### src/rtl/cmdlink_pkg.sv
package cmdlink_pkg;

  localparam int CODEC_ID_W = 2;

  typedef struct packed {
    logic                  frame_ok;
    logic                  s1_ok;
    logic                  s2_ok;
    logic [CODEC_ID_W-1:0] id;
  } tag_t;

  // Frame bit position of the last bit of slot k (k = 0 is the tag).
  function automatic int slot_last(input int k, input int tag_w, input int slot_w);
    return tag_w + k * slot_w - 1;
  endfunction

  // Role, identity and slot-valid qualification of one command.
  function automatic logic tag_permits(input tag_t t, input logic is_read,
                                       input logic secondary,
                                       input logic [CODEC_ID_W-1:0] my_id);
    logic slots_ok;
    if (secondary)    slots_ok = !t.s1_ok && !t.s2_ok;
    else if (is_read) slots_ok = t.s1_ok;
    else              slots_ok = t.s1_ok && t.s2_ok;
    return t.frame_ok && (t.id == my_id) && slots_ok;
  endfunction

endpackage

### src/rtl/cmdlink_framer.sv
module cmdlink_framer #(
  parameter int TAG_W     = 16,
  parameter int SLOT_W    = 20,
  parameter int NUM_SLOTS = 12,
  parameter int CNT_W     = 9
) (
  input  logic              clk,
  input  logic              rst,
  input  logic              sync_i,
  input  logic              sdata_i,
  output logic              sync_rise_o,
  output logic              bit_act_o,
  output logic [CNT_W-1:0]  pos_o,
  output logic [SLOT_W-1:0] word_o
);

  localparam int FRAME_LEN = TAG_W + NUM_SLOTS * SLOT_W;
  localparam logic [CNT_W-1:0] IDLE = CNT_W'(FRAME_LEN);

  logic              sync_d;
  logic [CNT_W-1:0]  cnt;
  logic [SLOT_W-2:0] sh;

  assign sync_rise_o = sync_i & ~sync_d;
  assign pos_o       = sync_rise_o ? '0 : cnt;
  assign bit_act_o   = sync_rise_o | (cnt != IDLE);
  assign word_o      = {sh, sdata_i};

  always_ff @(posedge clk) begin
    if (rst) begin
      sync_d <= 1'b0;
      cnt    <= IDLE;
      sh     <= '0;
    end else begin
      sync_d <= sync_i;
      sh     <= {sh[SLOT_W-3:0], sdata_i};
      if (bit_act_o) cnt <= pos_o + 1'b1;
    end
  end

endmodule

### src/rtl/cmdlink_qualify.sv
module cmdlink_qualify
  import cmdlink_pkg::*;
(
  input  logic                  fire_i,
  input  tag_t                  tag_i,
  input  logic                  is_read_i,
  input  logic                  idx_lsb_i,
  input  logic                  secondary_i,
  input  logic [CODEC_ID_W-1:0] codec_id_i,
  output logic                  wr_en_o,
  output logic                  rd_en_o
);

  logic accept;

  assign accept  = fire_i && !idx_lsb_i &&
                   tag_permits(tag_i, is_read_i, secondary_i, codec_id_i);
  assign wr_en_o = accept && !is_read_i;
  assign rd_en_o = accept && is_read_i;

endmodule

### src/rtl/cmdlink_regfile.sv
module cmdlink_regfile #(
  parameter int DATA_W = 16,
  parameter int ADDR_W = 6
) (
  input  logic              clk,
  input  logic              rst,
  input  logic              we,
  input  logic [ADDR_W-1:0] addr,
  input  logic [DATA_W-1:0] wdata,
  output logic [DATA_W-1:0] rdata
);

  localparam int DEPTH = 2 ** ADDR_W;

  logic [DATA_W-1:0] mem [DEPTH];

  assign rdata = mem[addr];

  always_ff @(posedge clk) begin
    if (rst) begin
      for (int i = 0; i < DEPTH; i++) mem[i] <= '0;
    end else if (we) begin
      mem[addr] <= wdata;
    end
  end

endmodule

### src/rtl/cmd_link_decoder.sv
module cmd_link_decoder
  import cmdlink_pkg::*;
#(
  parameter int TAG_W     = 16,
  parameter int SLOT_W    = 20,
  parameter int NUM_SLOTS = 12,
  parameter int IDX_W     = 7,
  parameter int DATA_W    = 16,
  parameter int PCM_FIRST = 3,
  parameter int PCM_COUNT = 8
) (
  input  logic                        bclk,
  input  logic                        rst,
  input  logic                        frm_sync,
  input  logic                        ser_din,
  input  logic [CODEC_ID_W-1:0]       cfg_codec_id,
  input  logic                        cfg_secondary,
  output logic                        stat_valid,
  output logic [IDX_W-1:0]            stat_index,
  output logic [DATA_W-1:0]           stat_data,
  output logic                        pcm_strobe,
  output logic [PCM_COUNT*SLOT_W-1:0] pcm_data
);

  localparam int FRAME_LEN = TAG_W + NUM_SLOTS * SLOT_W;
  localparam int CNT_W     = $clog2(FRAME_LEN + 1);
  localparam int AW        = IDX_W - 1;
  localparam logic [CNT_W-1:0] TAG_END = CNT_W'(slot_last(0, TAG_W, SLOT_W));
  localparam logic [CNT_W-1:0] S1_END  = CNT_W'(slot_last(1, TAG_W, SLOT_W));
  localparam logic [CNT_W-1:0] S2_END  = CNT_W'(slot_last(2, TAG_W, SLOT_W));
  localparam logic [CNT_W-1:0] PCM_END =
    CNT_W'(slot_last(PCM_FIRST + PCM_COUNT - 1, TAG_W, SLOT_W));

  // Named internal events, also observed by the bound checker.
  logic              sync_rise, bit_act;
  logic [CNT_W-1:0]  pos;
  logic [SLOT_W-1:0] word;
  logic              cmd_fire, wr_en, rd_en;
  tag_t              tag_q;
  logic              cmd_rd;
  logic [IDX_W-1:0]  cmd_idx;
  logic [DATA_W-1:0] rf_rdata;
  logic              rd_pend;
  logic [IDX_W-1:0]  rd_idx;
  logic [DATA_W-1:0] rd_dat;
  logic [PCM_COUNT-1:0] pcm_hit;
  logic [SLOT_W-1:0] pcm_q [PCM_COUNT];

  cmdlink_framer #(
    .TAG_W(TAG_W), .SLOT_W(SLOT_W), .NUM_SLOTS(NUM_SLOTS), .CNT_W(CNT_W)
  ) u_framer (
    .clk(bclk), .rst(rst), .sync_i(frm_sync), .sdata_i(ser_din),
    .sync_rise_o(sync_rise), .bit_act_o(bit_act), .pos_o(pos), .word_o(word)
  );

  assign cmd_fire = bit_act && (pos == S2_END);

  cmdlink_qualify u_qual (
    .fire_i(cmd_fire), .tag_i(tag_q), .is_read_i(cmd_rd),
    .idx_lsb_i(cmd_idx[0]), .secondary_i(cfg_secondary),
    .codec_id_i(cfg_codec_id), .wr_en_o(wr_en), .rd_en_o(rd_en)
  );

  cmdlink_regfile #(.DATA_W(DATA_W), .ADDR_W(AW)) u_rf (
    .clk(bclk), .rst(rst), .we(wr_en), .addr(cmd_idx[IDX_W-1:1]),
    .wdata(word[SLOT_W-1 -: DATA_W]), .rdata(rf_rdata)
  );

  // Command slots and read return path.
  always_ff @(posedge bclk) begin
    if (rst) begin
      tag_q      <= '0;
      cmd_rd     <= 1'b0;
      cmd_idx    <= '0;
      rd_pend    <= 1'b0;
      rd_idx     <= '0;
      rd_dat     <= '0;
      stat_valid <= 1'b0;
      stat_index <= '0;
      stat_data  <= '0;
      pcm_strobe <= 1'b0;
    end else begin
      if (bit_act && pos == TAG_END)
        tag_q <= '{frame_ok: word[TAG_W-1], s1_ok: word[TAG_W-2],
                   s2_ok: word[TAG_W-3], id: word[CODEC_ID_W-1:0]};
      if (bit_act && pos == S1_END) begin
        cmd_rd  <= word[SLOT_W-1];
        cmd_idx <= word[SLOT_W-2 -: IDX_W];
      end
      stat_valid <= 1'b0;
      if (rd_en) begin
        rd_pend <= 1'b1;
        rd_idx  <= cmd_idx;
        rd_dat  <= rf_rdata;
      end else if (sync_rise && rd_pend) begin
        stat_valid <= 1'b1;
        stat_index <= rd_idx;
        stat_data  <= rd_dat;
        rd_pend    <= 1'b0;
      end
      pcm_strobe <= bit_act && (pos == PCM_END);
    end
  end

  // Playback sample capture, one slot-end detector per sample.
  for (genvar j = 0; j < PCM_COUNT; j++) begin : g_pcm
    assign pcm_hit[j] = bit_act &&
      (pos == CNT_W'(slot_last(PCM_FIRST + j, TAG_W, SLOT_W)));
    assign pcm_data[j*SLOT_W +: SLOT_W] = pcm_q[j];
  end

  always_ff @(posedge bclk) begin
    if (rst) begin
      for (int j = 0; j < PCM_COUNT; j++) pcm_q[j] <= '0;
    end else begin
      for (int j = 0; j < PCM_COUNT; j++)
        if (pcm_hit[j]) pcm_q[j] <= word;
    end
  end

endmodule

### config.mk
export PLATFORM = sky130hd
export DESIGN_NAME = cmd_link_decoder
export DESIGN_NICKNAME = d
export VERILOG_FILES = /design/src/rtl/cmdlink_pkg.sv /design/src/rtl/cmdlink_framer.sv /design/src/rtl/cmdlink_qualify.sv /design/src/rtl/cmdlink_regfile.sv /design/src/rtl/cmd_link_decoder.sv
export SDC_FILE = /design/constraint.sdc
export NUM_CORES = 2
export LEC_CHECK = 0
export BUFFER_PORTS_ARGS = -buffer_cell sky130_fd_sc_hd__buf_2
export CORE_AREA = 3 3 324 326
export DETAILED_ROUTE_END_ITERATION = 10
export DIE_AREA = 0 0 327 329
export PLACE_DENSITY = 0.77
export SLEW_MARGIN = 30
export SYNTH_ARGS = -nofsm -noshare
export SYNTH_HDL_FRONTEND = slang
export SYNTH_SLANG_ARGS = --single-unit
### constraint.sdc
create_clock -name bclk -period 8.95 [get_ports bclk]
set_clock_uncertainty 0.1 [all_clocks]
set_input_delay 0.895 -clock bclk [delete_from_list [all_inputs] [get_ports bclk]]
set_output_delay 0.895 -clock bclk [all_outputs]
set_load 0.01 [all_outputs]
==> reports/metrics.yaml <==
ant_nets: 0
synth.area.top_cells: "edfxtp_1 63%, and2_1 12%, dfxtp_1 3.2%"
ys_seq_area_share_pct: 66.6
hold_path_class: "input pin to flip-flop"
end_kind: "flip-flop"
rsz0062_at_grt: "no"
max-slew-margin-rel_pct: 23.1
cts_buffers: 121
powerDensity_mw_per_mm2: 196
tightest_slew_ns: 1.15
startpoint: "cmd_idx[2]"
async_reset_ff_share_pct: 0
syn_area_sq_mm: 0.0561
routed_wl_microns: 165000
via_per_inst: 6.42
cts_root_buffer: "clkbuf_16"
drc: 0
switching_share_pct: 21.6
stdcell_count: 5692
hpwl_microns: 98400
path_class: "flip-flop to flip-flop"
cts_hold_buf: 0
io_buffers: 191
path_clk_slew_ns: 0.07
vias: 36525
cts_resized: 0
report.power.total_mw: 12.2
wire_per_inst_microns: 29.0
yosysTopAreaCell: "edfxtp_1"
synth_edf_count: 1184
cp.required_ns: 9.30
core_sq_mm: 0.102
internal_power_mw: 9.57
grt_pass1_wl_microns: 239000
die_width_microns: 327
finalSetupViolations: 0
cts_setup_buffers: 0
synth_ff_type: "edfxtp_1"
min_from: "frm_sync"
grt_usage_pct: 30.2
reg2reg_from: "cmd_idx[2]"
firstDrtPassIters: 8
combPwrFrac_pct: 3.1
status: "finished, final reports clean"
peakVddDrop_mv: 0.177
drv_slew: 0
ys_ff_latch: 1275
clk_latency_ns: 0.75
gp_congestion: 0.968
synth.distinct_cells: 80
clk_path_buf_depth: 3
critPathLaunchType: "flip-flop"
finalCritPeriodShare_pct: 52.1
fmax_mhz: 214
finalHoldViolations: 0
cts_tree: "yes"
fin_crit_ns: 4.66
cp.arrival_ns: 5.01
p_leak_nw: 21.3
fp.dieH_microns: 329
start_util_pct: 55.0
pre_cts_ws_ns: 3.95
nets: 4228
pin_count: 192
yosysWarnings: 0
synth.top_cell.area_share_pct: 63.4
p_clk_share_pct: 40.8
maxCapViolCount: 0
p_sw_mw: 2.63
tns_ns: 0
hold-worst-slack_ns: 0.297
syn_avg_cell_area_sq_um: 13.5
cts_sinks: 1275
syn_nets: 4174
drtIter0Drc: 5654
grt_pass1_vias: 35549
die_area_sq_mm: 0.108
sequentialPowerShare_pct: 56.1
post-place-cells: 5465
crit_fanout: 32
antenna_found_initial: 9
grt_max_degree: 94
rows: 117
worst_slack_ns: 4.29
overflow: 0
drive_above_1_share_pct: 17.2
synthToLayoutAreaGrowth_pct: 10.9
cts-htree-levels: 3
netlist_instances: 4166
==> area by class of cell <==
class / instances / area, sq um
Fill cell: 7589 / 39800
Sequential cell: 1275 / 37400
Multi-Input combinational cell: 2457 / 17100
Clock buffer: 145 / 3150
Timing Repair Buffer: 317 / 1960
Tap cell: 1368 / 1710
Clock inverter: 80 / 682
Inverter: 48 / 181
Antenna cell: 2 / 5.00
==> Yosys cell counts, drive strengths merged (5+ instances only) <==
library cell	count
clkbuf	280
nor2	268
mux2i	136
nand2	123
o22a	9
or2	16
and3	18
a22oi	80
and4	6
buf	106
nor3	65
mux2	72
a222oi	5
a221o	28
nand2b	9
a22o	15
mux4	57
and2	1033
a2111oi	8
nand3	30
nor2b	10
o32ai	6
a211o	5
nand3b	6
xor2	7
o21ai	100
o211ai	8
a221oi	106
a32oi	6
o22ai	65
a31oi	27
edfxtp	1184
a21oi	53
nor4	9
inv	48
and3b	5
o21a	6
nor3b	9
a211oi	7
o2bb2ai	7
dfxtp	91
==> layer usage <==
metal  share of wire, %  GRT usage (%)  routed length, microns
met1                 35           39.7                   57900
met2                 45           45.6                   74500
met4                5.6           15.2                    9330
met3                 14           9.44                   23600
met5              0.010              0                      17
==> worst max-delay path: stages (launching register included) <==
cell and delay (ns):
dfxtp_4 0.75, nand2_2 0.45, nor2_2 0.70, nand2_1 0.89
o21ai_1 1.07, buf_4 0.34
==> state kept, by name, summed over array words and instances (netlist names) <==
signal	count
stat_data	16
stat_index	7
pcm_strobe	1
u_framer.cnt	9
cmd_idx	7
tag_q	5
stat_valid	1
rd_dat	16
u_rf.mem	1024
cmd_rd	1
u_framer.sync_d	1
rd_idx	7
u_framer.sh	19
pcm_q	160
rd_pend	1
==> cell families after synthesis <==
family	after synthesis	synth area share, %
XOR/XNOR	9	0.141
adder cells (fa/ha/maj)	1	0.0223
buffers and inverters	434	3.23
multiplexers	265	6.16
AND/OR/NAND/NOR	1620	16.6
flip-flops	1275	66.6
AO/OA/AOI/OAI	562	7.20
==> cell usage in the layout (no fill, tap or decap), drive strengths merged, types with 80 or more instances in the layout <==
cell and count:
and2 1033, buf 317, o21ai 100, edfxtp 1184
mux2i 136, a221oi 106, clkbuf 145, nand2 123
a22oi 80, dfxtp 91, nor2 268
==> final timing paths <==
kind / slack (ns) / depth (start not counted) / to
hold / removal: 0.30 / 2 / u_framer.sync_d
setup / recovery: 4.29 / 5 / u_rf.mem[19][12]
setup reg to reg: 4.29 / 5 / u_rf.mem[19][12]
hold reg to reg: 0.36 / 2 / stat_index[0]
==> power groups by stage <==
| stage | logic (mW) | registers [mW] | clock network [mW] |
|---|---|---|---|
| 3_5_place_dp | 0.376 | 6.97 | 0 |
| 5_1_grt | 0.399 | 6.86 | 5.21 |
| 4_1_cts | 0.377 | 6.84 | 4.98 |
| 2_1_floorplan | 0.184 | 6.96 | 0 |
| 3_3_place_gp | 0.369 | 6.95 | 0 |
| 6_report | 0.384 | 6.84 | 4.97 |
==> metrics by stage <==
stage | utilization (%) | cell area, sq um
6_report | 61.0 | 62200
5_1_grt | 61.0 | 62200
4_1_cts | 60.9 | 62100
3_5_place_dp | 57.1 | 58300
3_3_place_gp | 57.1 | 58200
2_1_floorplan | - | 56100
Power figures use the tool's default switching activity.
